### src/rtl/fn_alu_pkg.sv
package fn_alu_pkg;

  typedef enum logic [1:0] {
    GRP_CMP   = 2'b00,
    GRP_ARITH = 2'b01,
    GRP_BOOL  = 2'b10,
    GRP_SHIFT = 2'b11
  } grp_e;

  typedef struct packed {
    logic       selCmp;
    logic       selArith;
    logic       selBool;
    logic       selShift;
    logic       doSub;
    logic       cmpEq;
    logic       cmpLt;
    logic       shLeft;
    logic       shArith;
    logic       shKill;
    logic [3:0] boolCode;
  } aluCtl_t;

endpackage

### src/rtl/fn_alu_ctrl.sv
module fn_alu_ctrl
  import fn_alu_pkg::*;
(
  input  logic [5:0] fn,
  output aluCtl_t    ctl
);

  grp_e grp;

  always_comb begin
    grp = grp_e'(fn[5:4]);
    ctl = '0;
    ctl.boolCode = fn[3:0];
    unique case (grp)
      GRP_CMP: begin
        ctl.selCmp = 1'b1;
        ctl.cmpEq  = fn[1];
        ctl.cmpLt  = fn[2];
      end
      GRP_ARITH: ctl.selArith = 1'b1;
      GRP_BOOL:  ctl.selBool  = 1'b1;
      GRP_SHIFT: begin
        ctl.selShift = 1'b1;
        ctl.shLeft   = (fn[1:0] == 2'b00);
        ctl.shArith  = fn[1];
        ctl.shKill   = (fn[1:0] == 2'b10);
      end
      default: ;
    endcase
    // comparisons always subtract; arithmetic subtracts on fn[0]
    ctl.doSub = (grp == GRP_CMP) | ((grp == GRP_ARITH) & fn[0]);
  end

endmodule

### src/rtl/fn_alu_shifter.sv
module fn_alu_shifter #(
  parameter int WIDTH = 32,
  localparam int SHW = $clog2(WIDTH)
) (
  input  logic [WIDTH-1:0] din,
  input  logic [SHW-1:0]   shamt,
  input  logic             left,
  input  logic             arith,
  input  logic             kill,
  output logic [WIDTH-1:0] dout
);

  function automatic logic [WIDTH-1:0] bitRev(input logic [WIDTH-1:0] v);
    logic [WIDTH-1:0] r;
    for (int i = 0; i < WIDTH; i++) r[i] = v[WIDTH-1-i];
    return r;
  endfunction

  logic             fillBit;
  logic [WIDTH-1:0] stg [SHW+1];

  assign fillBit = arith & ~left & din[WIDTH-1];
  assign stg[0]  = left ? bitRev(din) : din;

  // one right-shift stage per shift-amount bit
  for (genvar k = 0; k < SHW; k++) begin : g_stage
    localparam int STEP = 2 ** k;
    assign stg[k+1] = shamt[k] ? {{STEP{fillBit}}, stg[k][WIDTH-1:STEP]} : stg[k];
  end

  assign dout = kill ? '0 : (left ? bitRev(stg[SHW]) : stg[SHW]);

  always_comb begin
    if (shamt == '0 && !kill)
      p_zero_amount_passthru_r8: assert (dout == din);
    if (arith && !left && !kill)
      p_sign_kept_r10: assert (dout[WIDTH-1] == din[WIDTH-1]);
  end

endmodule

### src/rtl/fn_alu_datapath.sv
module fn_alu_datapath
  import fn_alu_pkg::*;
#(
  parameter int WIDTH = 32,
  localparam int SHW = $clog2(WIDTH)
) (
  input  logic [WIDTH-1:0] a,
  input  logic [WIDTH-1:0] b,
  input  aluCtl_t          ctl,
  output logic [WIDTH-1:0] y
);

  logic [WIDTH-1:0] bOp, sum, boolRes, shRes, cmpRes;
  logic             zFlag, nFlag, vFlag, cmpBit;

  // shared adder/subtractor
  assign bOp = ctl.doSub ? ~b : b;
  assign sum = a + bOp + {{(WIDTH-1){1'b0}}, ctl.doSub};

  // flags of the difference
  assign zFlag = (sum == '0);
  assign nFlag = sum[WIDTH-1];
  assign vFlag = (a[WIDTH-1] ^ b[WIDTH-1]) & (sum[WIDTH-1] ^ a[WIDTH-1]);

  assign cmpBit = (ctl.cmpEq & zFlag) | (ctl.cmpLt & (nFlag ^ vFlag));
  assign cmpRes = {{(WIDTH-1){1'b0}}, cmpBit};

  // per-bit truth-table lookup
  for (genvar i = 0; i < WIDTH; i++) begin : g_bool
    assign boolRes[i] = ctl.boolCode[{b[i], a[i]}];
  end

  fn_alu_shifter #(.WIDTH(WIDTH)) u_shifter (
    .din   (a),
    .shamt (b[SHW-1:0]),
    .left  (ctl.shLeft),
    .arith (ctl.shArith),
    .kill  (ctl.shKill),
    .dout  (shRes)
  );

  always_comb begin
    y = '0;
    unique case (1'b1)
      ctl.selCmp:   y = cmpRes;
      ctl.selArith: y = sum;
      ctl.selBool:  y = boolRes;
      ctl.selShift: y = shRes;
      default:      y = '0;
    endcase
  end

  always_comb begin
    p_one_group_r1: assert ($countones({ctl.selCmp, ctl.selArith,
                                        ctl.selBool, ctl.selShift}) == 1);
    if (ctl.selCmp) begin
      p_cmp_subtracts_r4: assert (ctl.doSub);
      p_cmp_upper_zero_r6: assert (y[WIDTH-1:1] == '0);
    end
    if (ctl.doSub)
      p_zero_flag_r3: assert (zFlag == (a == b));
  end

endmodule

### src/rtl/fn_alu.sv
module fn_alu
  import fn_alu_pkg::*;
#(
  parameter int WIDTH = 32
) (
  input  logic [WIDTH-1:0] a,
  input  logic [WIDTH-1:0] b,
  input  logic [5:0]       fn,
  output logic [WIDTH-1:0] y
);

  aluCtl_t ctl;

  fn_alu_ctrl u_ctrl (
    .fn  (fn),
    .ctl (ctl)
  );

  fn_alu_datapath #(.WIDTH(WIDTH)) u_datapath (
    .a   (a),
    .b   (b),
    .ctl (ctl),
    .y   (y)
  );

endmodule

### config.mk
export PLATFORM = sky130hd
export DESIGN_NAME = fn_alu
export DESIGN_NICKNAME = d
export VERILOG_FILES = /design/src/rtl/fn_alu_pkg.sv /design/src/rtl/fn_alu_ctrl.sv /design/src/rtl/fn_alu_shifter.sv /design/src/rtl/fn_alu_datapath.sv /design/src/rtl/fn_alu.sv
export SDC_FILE = /design/constraint.sdc
export NUM_CORES = 1
export LEC_CHECK = 0
export BUFFER_PORTS_ARGS = -buffer_cell sky130_fd_sc_hd__buf_2
export CAP_MARGIN = 10
export CORE_MARGIN = 2
export CORE_UTILIZATION = 58
export DETAILED_ROUTE_END_ITERATION = 7
export GPL_TIMING_DRIVEN = 0
export PLACE_DENSITY = 0.82
export SLEW_MARGIN = 15
export SYNTH_ARGS = -nofsm -noshare
export SYNTH_HDL_FRONTEND = slang
export SYNTH_SLANG_ARGS = --single-unit
### constraint.sdc
create_clock -name vclk -period 10.85
set_input_delay 2.17 -clock vclk [all_inputs]
set_output_delay 2.17 -clock vclk [all_outputs]
set_load 0.005 [all_outputs]
After elaboration in Yosys (flattened, before gate mapping)

Cells that the tools add are included.

Bits in registers: 0
Bits in latches: 0
RAM bits: 0
Memory bits (read-only): 0
Bits of input ports: 70
Output and inout port bits: 32
Logic and storage cells: 134
Memories: 0

Add/subtract/negate cells: 2
Multiply operators: 0
Div/mod/pow operators: 0
$lt $le $gt $ge: 32
Equal/unequal tests: 4
Shifts and indexed selects: 0
Mux-type cells: 80
Bitwise logic cells: 13
Reduce and logical (&&, ||, !) cells: 3

Operators with widths:

| cell                 | number |
|---|---|
| $mux W32             | 9 |
| $pmux W32 S4         | 1 |
| $lt A2 B3 Y1 const B | 32 |
| $bmux W1 S2          | 32 |
| $mux W1              | 36 |
| $add A32 B1 Y32      | 1 |
| $add A32 B32 Y32     | 1 |
| $logic_not A32 Y1    | 1 |
| $not A32 Y32         | 1 |
| $and A1 B1 Y1        | 6 |
| $eq A2 B2 Y1 const B | 3 |
| $logic_not A2 Y1     | 2 |
| $mux W3              | 1 |
| $xor A1 B1 Y1        | 3 |
| $eq A2 B1 Y1 const B | 1 |
| $mux W2              | 1 |
| $or A1 B1 Y1         | 2 |
| $not A1 Y1           | 1 |

Longest topological paths before layout

Gate-level depths: netlist of run 1.

Depth after elaboration: 13
Mapped depth: 15
Depth with buffers taken out: 13

Cells and area by module

Synthesis of run 1 repeated with hierarchy kept, for this count alone.

Cell total of the unflattened synthesis: 1046
Area total of the unflattened synthesis: 7688.6 sq um

By module, submodules not included:

| module          | times used | cells each | area each (sq um) | seq. area each (sq um) |
|---|---|---|---|---|
| fn_alu_datapath | 1          | 520        | 4016.4            | 0.0 |
| fn_alu_shifter  | 1          | 510        | 3567.2            | 0.0 |
| fn_alu_ctrl     | 1          | 16         | 105.1             | 0.0 |

Least setup slack after synthesis of run 1

No wires, ideal clock.

Path type: input to output
From: input port b[0]
To: output port y[0]
Arrival time: 6134 ps
Required time: 8680 ps
Path slack: 2546 ps
Stages on the path: 15
Path buffers: 3
Cell sequence: buf_2 > clkbuf_1 > inv_2 > clkbuf_1 > mux2_2 > fa_1 > a211oi_2 > nor2_2 > mux2i_1 > or4b_1 > or4_1 > a2111o_1 > nor4_2 > nand4_1 > nand3_1

Word-level cells in the longest chain between the ends: 10
Elaborated cells on any way between the ends: 21
Classes of those cells: add/sub: 2; mux: 11; bitwise: 7; reduce/logical: 1

RTL lines:

| what             | RTL line              | text |
|---|---|---|
| from (decl)      | fn_alu.sv:7           | `input logic [WIDTH-1:0] b,` |
| $not A32 Y32     | fn_alu_datapath.sv:17 | `assign bOp = ctl.doSub ? ~b : b;` |
| $mux W32         | fn_alu_datapath.sv:17 |  |
| $add A32 B32 Y32 | fn_alu_datapath.sv:18 | `assign sum = a + bOp + {{(WIDTH-1){1'b0}}, ctl.doSub};` |
| $add A32 B1 Y32  | fn_alu_datapath.sv:18 |  |
| $xor A1 B1 Y1    | fn_alu_datapath.sv:23 | `assign vFlag = (a[WIDTH-1] ^ b[WIDTH-1]) & (sum[WIDTH-1] ^ a[WIDTH-1]);` |
| $and A1 B1 Y1    | fn_alu_datapath.sv:23 |  |
| $xor A1 B1 Y1    | fn_alu_datapath.sv:25 | `assign cmpBit = (ctl.cmpEq & zFlag) \| (ctl.cmpLt & (nFlag ^ vFlag));` |
| $and A1 B1 Y1    | fn_alu_datapath.sv:25 |  |
| $or A1 B1 Y1     | fn_alu_datapath.sv:25 |  |
| $pmux W32 S4 (*) | fn_alu_datapath.sv:44 | `unique case (1'b1)` |
| to (decl)        | fn_alu.sv:9           | `output logic [WIDTH-1:0] y` |

Mark *: on every way between the ends. The rest lies on a longest branch, timed or not. The select of a mux whose other input is x is not followed.

Worst setup path after layout of run 1

From: input port fn[5]
To: output port y[0]

Word-level cells in the longest chain between the ends: 13
Elaborated cells on any way between the ends: 34
Classes of those cells: add/sub: 2; eq/ne: 3; mux: 16; bitwise: 11; reduce/logical: 2

RTL lines:

| what                                                      | RTL line              | text |
|---|---|---|
| from (decl)                                               | fn_alu.sv:8           | `input logic [5:0] fn,` |
| branches (longest 12 deep; another with $add A32 B32 Y32) | n/a                   |  |
| $pmux W32 S4 (*)                                          | fn_alu_datapath.sv:44 |  |

Mark *: on every way between the ends.

==> results.md, run 1 <==
- The slew at the pin closest to its max-slew limit is between 1000 and 1500 ps.
- The timing-limited maximum frequency is 107 MHz.
- After detailed routing, the wire length on met1 is between 9000 and 10000 um.
- The top routing layer in use is met4.
- The number of buffers added on ports is slightly below 100.
- After synthesis, the most frequently instantiated cells are sky130_fd_sc_hd__nand2_1 (97), sky130_fd_sc_hd__a21oi_1 (69), sky130_fd_sc_hd__mux4_2 (64).
- The worst hold path terminates at y[0].
- The clock buffers instantiated in the layout total 0.
- In the finished design, the share of the clock period the worst path needs comes to between 80% and 90%.
- The number of sequential cells in the layout is 0.
- During I/O placement, the number of pins put on the boundary was just over 100.
- The filler cells instantiated in the layout total between 900 and 1000.
- The synthesis warning total is 0.
- The kind of critical path is input port to primary output.
- The kind of start point of the critical path is an input port.
- The number of hold-slack violations in the final timing report is 0.
- In this run the most critical hold path is launched from b[31].
- Data on the critical path is required at its endpoint by between 8000 and 9000 ps.
- The total wire length is between 20000 and 30000 um.
- The number of violations reported at the end of detailed-routing iteration 0 is roughly 1300.
- The flow ran to the end, and the final reports show no timing, DRC or antenna violations.
- After detailed routing, the met3 layer carries 4450 um of wire.
- The total global routing track utilization is a little under half.
- The total of hold buffers inserted after clock tree synthesis is 0.
- Once routing completed, OpenROAD measured the worst setup slack at between 1500 and 2000 ps.
- The number of routed nets with antenna violations is 0.
- The number of antenna violations at the first check in global routing came to 0.
- The synthesis-to-finish area growth is 10.6%.
- Detailed routing placed a total of 11400 um of wire on met2.
- Once the floorplan was initialized, standard cells occupied about three fifths of the core.
- Synthesis produced a netlist whose cell count is 807.
- The region available for standard cell placement spans 10400 um^2.
- The sum of net half-perimeters after detailed placement is 22400 um.
- The detailed router placed slightly below 8000 vias in this run.
- The largest fanout on the critical path is 10.
- Measured along the y axis, the die boundary spans roughly 110 um.
- The tool flagged a number of max-cap violations equal to 0.
- Row generation in the floorplan step produced 37 rows.
- The post-cts repair resize count is 0.
- Including well taps, the total number of placed cells is roughly 1000.
- The number of vias per cell is 7.56.
- The pin count of the biggest net entering global routing is 11.
- Summed over all failing endpoints, the final setup total negative slack is 0 ps.
- OpenSTA, run right after detailed placement, puts the worst setup slack at about 1700 ps.
- The worst pin sits at a relative slew slack of 28.4%.
- The number of setup buffers added after CTS is 0.
- The post-route minimum period is about 9300 ps.
- After synthesis, the largest area contributor takes up between 20% and 30% of total cell area.
- The data arrival time at the worst-slack endpoint is about 7200 ps.
- Setup repair after global routing left no endpoint under its margin.
- After synthesis, the netlist uses 88 different library cells.
- The layout net count is 1011.
- Setup violations remaining at the end of the flow were counted as 0.
- In this run the cell area measured after placement is 6910 um^2.
- The number of nets in the synthesized netlist is between 900 and 1000.
- The number of global-route vias before repair came to just over 7000.
- Measured along the x axis, the die boundary spans 108 um.
- The sequential area share after synthesis is 0%.
- The detailed-routing iteration count for the pre-antenna-repair pass is 6.
- The synthesized area per cell is roughly 7.7 um^2.
- In the post-synthesis netlist, the cell with the most instances is sky130_fd_sc_hd__nand2_1.
- The post-synthesis instance area is ~6200 um^2.
- The number of cells in the finished layout apart from fillers is about 1000.
- Routability-driven placement finished with a final weighted congestion of approximately 1.0.
- The endpoint class of the critical path is a primary output.
- The remaining global-route overflow is 0.
- The first global-routing pass estimated around 40000 um of wire.
- The number of pins exceeding their max-slew limit in the final report is 0.
- The floorplan step defined a die boundary enclosing 11600 um^2.
- The DRC violations left is 0.
- By area the synthesized netlist is led by sky130_fd_sc_hd__mux4_2 (23%), sky130_fd_sc_hd__ha_1 (6.8%), sky130_fd_sc_hd__mux2i_1 (6.7%).
- The largest area contributor in the netlist is sky130_fd_sc_hd__mux4_2.
- With fillers left out, the area of the finished cells amounts to 6910 um^2.
- The worst min-delay path class is input port to primary output.
- The ratio of cells with drive above 1 in the final layout is 22.2%.
- The sequential cells in the finished layout cover a total of 0 um^2.
- The number of cells traversed by the worst hold path is 4.
- The area of the multi-input gates is 5870 um^2.
- The mean routed wirelength per cell is about 26 um.
==> through the flow <==
stage               util [%]  hold slack [ps]
floorplan                  -             4500
global placement        66.3             4880
detailed placement      66.3             4860
CTS                     66.3             4870
global route            66.3             4960
finish                  66.3             4910
==> cell usage in the layout (no fill, tap or decap), drive strengths merged, types with 4 or more instances in the layout <==
master,synthesis,layout
nand4,14,14
nand2,98,98
o221ai,6,6
a211oi,28,28
a211o,4,4
a21boi,6,6
inv,19,19
mux2,6,6
o21a,10,10
a221o,9,9
buf,21,118
a31oi,14,14
a311oi,4,4
and2,8,8
mux2i,42,42
nor2,50,50
nand3,15,15
nor4,6,6
a22o,4,4
o21ai,54,54
xnor2,22,22
clkbuf,49,49
nor3,15,15
a21oi,71,71
a21o,5,5
mux4,64,64
o211ai,18,18
ha,34,34
nor2b,9,9
a22oi,8,8
xor2,30,30
o22ai,6,6
==> how the worst max path moves through the flow <==
stage          startpoint    to  slack, ps  depth (start not counted)
5_1_grt              b[2]  y[0]       1310                         16
6_report            fn[5]  y[0]       1510                         16
3_3_place_gp        fn[5]  y[0]       1510                         17
4_1_cts              b[0]  y[0]       1660                         16
3_5_place_dp         b[0]  y[0]       1660                         16
2_1_floorplan        b[0]  y[0]       2550                         15
==> metal layers <==
metal,GRT usage (%),vias to the layer above
met5,0,-
met3,11.8,145
met4,17.8,0
li1,-,3371
met1,61.7,3597
met2,70.5,752
==> cells by family (layout without fill, tap and decap cells) <==
logic type | after synthesis | in the layout | synth area share [%]
AOI/OAI and AO/OA | 276 | 276 | 29.9
and+or+nand+nor | 242 | 242 | 18.8
adders and majority gates | 35 | 35 | 7.13
other | 0 | 1 | 0
muxes | 112 | 112 | 30.9
buffers and inverters | 90 | 187 | 6.09
xor gates and xnor gates | 52 | 52 | 7.29
==> area by class of cell <==
cell class / count / area share [%]
tap: 136 / 2.46
buffer: 70 / 4.42
timing repair buffer: 97 / 7.03
multi-input combinational: 717 / 85.0
antenna: 1 / 0.0362
inverter: 20 / 1.09
==> worst max-delay path: stages <==
cell	delay, ps
sky130_fd_sc_hd__buf_2	130
sky130_fd_sc_hd__buf_1	240
sky130_fd_sc_hd__a21oi_1	460
sky130_fd_sc_hd__clkbuf_1	630
sky130_fd_sc_hd__xor2_1	210
sky130_fd_sc_hd__fa_1	470
sky130_fd_sc_hd__a211oi_2	390
sky130_fd_sc_hd__nor2_2	100
sky130_fd_sc_hd__mux2i_1	140
sky130_fd_sc_hd__or4b_1	490
sky130_fd_sc_hd__or4_1	490
sky130_fd_sc_hd__a2111o_1	450
sky130_fd_sc_hd__nor4_2	370
sky130_fd_sc_hd__nand4_1	160
sky130_fd_sc_hd__nand3_1	140
sky130_fd_sc_hd__buf_2	130
==> run 2, diff against run 1 <==
--- a/config.mk
+++ b/config.mk
@@ -11,7 +11,7 @@
 export CORE_UTILIZATION = 58
 export DETAILED_ROUTE_END_ITERATION = 7
 export GPL_TIMING_DRIVEN = 0
-export PLACE_DENSITY = 0.82
+export PLACE_DENSITY = 0.92
 export SLEW_MARGIN = 15
 export SYNTH_ARGS = -nofsm -noshare
 export SYNTH_HDL_FRONTEND = slang
==> run 2 against run 1 <==
Compared with the run above:
- worst hold slack worse by 55 ps
- setup slack got worse by 160 ps
- count of clock-buffer cells in the layout is the same
- routed wire length fell by 3.1%
- die area did not move
- critical endpoint unchanged
==> results.md, run 2 (same netlist as run 1, synthesis figures left out) <==
- The flow ran to the end, and the final reports show no timing, DRC or antenna violations.
- The number of routed nets with antenna violations is 0.
- STA classifies the critical path startpoint as an input port.
- Dividing the detail-routed wire length by the instance count gives ~25 um.
- The boundary pin count is 102.
- The ratio of cells with drive above 1 in the final layout is between 20% and 30%.
- The data arrival time at the worst-slack endpoint is between 7000 and 8000 ps.
- The filler cells instantiated in the layout total between 900 and 1000.
- The number of clock buffers in the layout is 0.
- For this run, design rule violations remaining after detail routing come to 0.
- The required time of the critical path is 8680 ps.
- The most frequent standard cell in the layout excluding fill and tap cells is sky130_fd_sc_hd__buf_2.
- The area of the multi-input gates is around 5900 um^2.
- In the post-route analysis, the smallest setup slack over all paths is about 1400 ps.
- The worst min-delay path class is input port to primary output.
- Across the run, the number of max-cap violations was 0.
- For hold timing, the worst endpoint is y[0].
- The number of buffers added on ports is slightly below 100.
- Once layout is done, the placed cells without fillers occupy 6910 um^2.
- Buffers inserted to repair hold after CTS numbered 0.
- Summed over all layers, the global routing overflow is 0.
- Leaving out fill and tap cells, the most frequent cells in the layout are sky130_fd_sc_hd__buf_2 (105), sky130_fd_sc_hd__nand2_1 (97), sky130_fd_sc_hd__a21oi_1 (69).
- The first detailed-routing pass took 6 iterations.
- The power density normalized to cell area is around 78 nW/um^2.
- Wires add up to approximately 26000 um.
- Among all stages on the critical path, the largest delay is contributed by sky130_fd_sc_hd__clkbuf_1.
- Once the clock tree was built, the resizer swapped 0 gates to a different size.
- Walking the worst path, the cells encountered are buf_2 > buf_1 > a21oi_1 > clkbuf_1 > xor2_1 > fa_1 > a211oi_2 > nor2_2 > mux2i_1 > or4b_1 > or4_1 > a2111o_1 > nor4_2 > nand4_1 > nand3_1 > buf_2.
- In this run the core area contains 37 standard-cell rows.
- At the placement stage, the worst setup path has a slack of around 1500 ps.
- The number of pins exceeding their max-slew limit in the final report is 0.
- The layout net count is roughly 1000.
- Measured on the finished design, the core utilization comes to 66.3%.
- The total vias in the final route is 7913.
- From synthesis to final layout, the design area changed by 10.5%.
- The share of the cycle needed by the critical path after routing is between 80% and 90%.
- The most numerous cell type found on the critical path is sky130_fd_sc_hd__buf_2.
- For the final routed database, the setup TNS stands at 0 ps.
- In this run the horizontal extent of the chip is between 100 and 150 um.
- The sum of net half-perimeters after detailed placement is ~21000 um.
- The kind of critical path is input port to primary output.
- Routability-driven placement finished with a final weighted congestion of 1.07.
- After clock tree synthesis, the setup repair step added 0 buffers.
- Along the worst hold path, the cell count comes to 4.
- The number of antenna diodes in the final layout is 0.
- The area of the die is 11600 um^2.
- Setup violations remaining at the end of the flow were counted as 0.
- Entering global routing, the biggest net connects 11 pins.
- The timing-limited maximum frequency is around 110 MHz.
- The die height is roughly 110 um.
- At the pin with the least slew margin, the transition time is ~960 ps.
- For this design the static power due to leakage is 2.73 nW.
- Across the whole layout, storage elements account for 0 um^2.
- The number of global-route vias before repair is a little over 7000.
- The worst pin sits at a relative slew slack of approximately 36%.
- The number of antenna violations at the first check in global routing is 0.
- The total global routing track utilization is between 40% and 50%.
- The wire length of the first global-routing pass is between 40000 and 50000 um.
- Setup repair after global routing left no endpoint under its margin.
- The peak ir drop on the vdd network is approximately 0.056 mV.
- Once placement finished, the instance area stood at 6910 um^2.
- The number of hold-slack violations in the final timing report is 0.
- The initial utilization of the core area, before any placement, comes to about three fifths.
- The beginning of the worst hold path is b[31].
- The largest fanout on the critical path is 10.
- The number of violations reported at the end of detailed-routing iteration 0 is 1332.
- There are 0 flip-flops and latches.
- The core region is approximately 10000 um^2.
- The maximum single-stage delay on the critical path is roughly 700 ps.
- The post-route minimum period is roughly 9500 ps.
- In the routed layout, each cell is associated on average with a via count of between 7 and 8.
- The worst setup path is captured at a primary output.
[run 2: area by class of cell]
type                            count  share of cell area (%)
Multi-Input combinational cell    717                    85.0
Timing Repair Buffer               97                    7.03
Buffer                             70                    4.42
Inverter                           20                    1.09
Tap cell                          136                    2.46
[run 2: how the worst max path moves through the flow]
stage,endpoint,cells after the start,from
global placement,y[0],16,fn[5]
detailed placement,y[0],16,fn[5]
global route,y[0],16,fn[5]
floorplan,y[0],15,b[0]
finish,y[0],16,fn[5]
CTS,y[0],16,fn[5]
[run 2: through the flow]
stage                     std cells  total power [mW]  hold slack (ps)
after floorplan                 807             0.352             4500
after global placement         1040             0.498             4840
after detailed placement       1040             0.507             4850
after CTS                      1040             0.509             4850
after global routing           1040             0.567             4880
final                          1040             0.539             4860
[run 2: per-layer routing]
metal	GRT usage [%]	routed length, um	vias up
li1	-	-	3374
met1	59.8	9070	3502
met2	66.2	10500	863
met3	15.0	4930	174
met4	17.8	1880	0
met5	0	0	-
[run 2: power breakdown]
part	switching, mW	total [mW]	leakage (nW)	internal, mW
Combinational	0.334	0.539	2.73	0.205
Clock	0	0	0	0
Sequential	0	0	0	0
[run 2: critical path, delay by kind of cell]
family	cells	cell delay [ps]
and+or+nand+nor	6	1790
xor gates and xnor gates	1	220
muxes	1	150
adders and majority gates	1	480
buffers and inverters	4	1190
AOI/OAI and AO/OA	3	1320
Note: power is estimated with default switching activity, not from simulation.
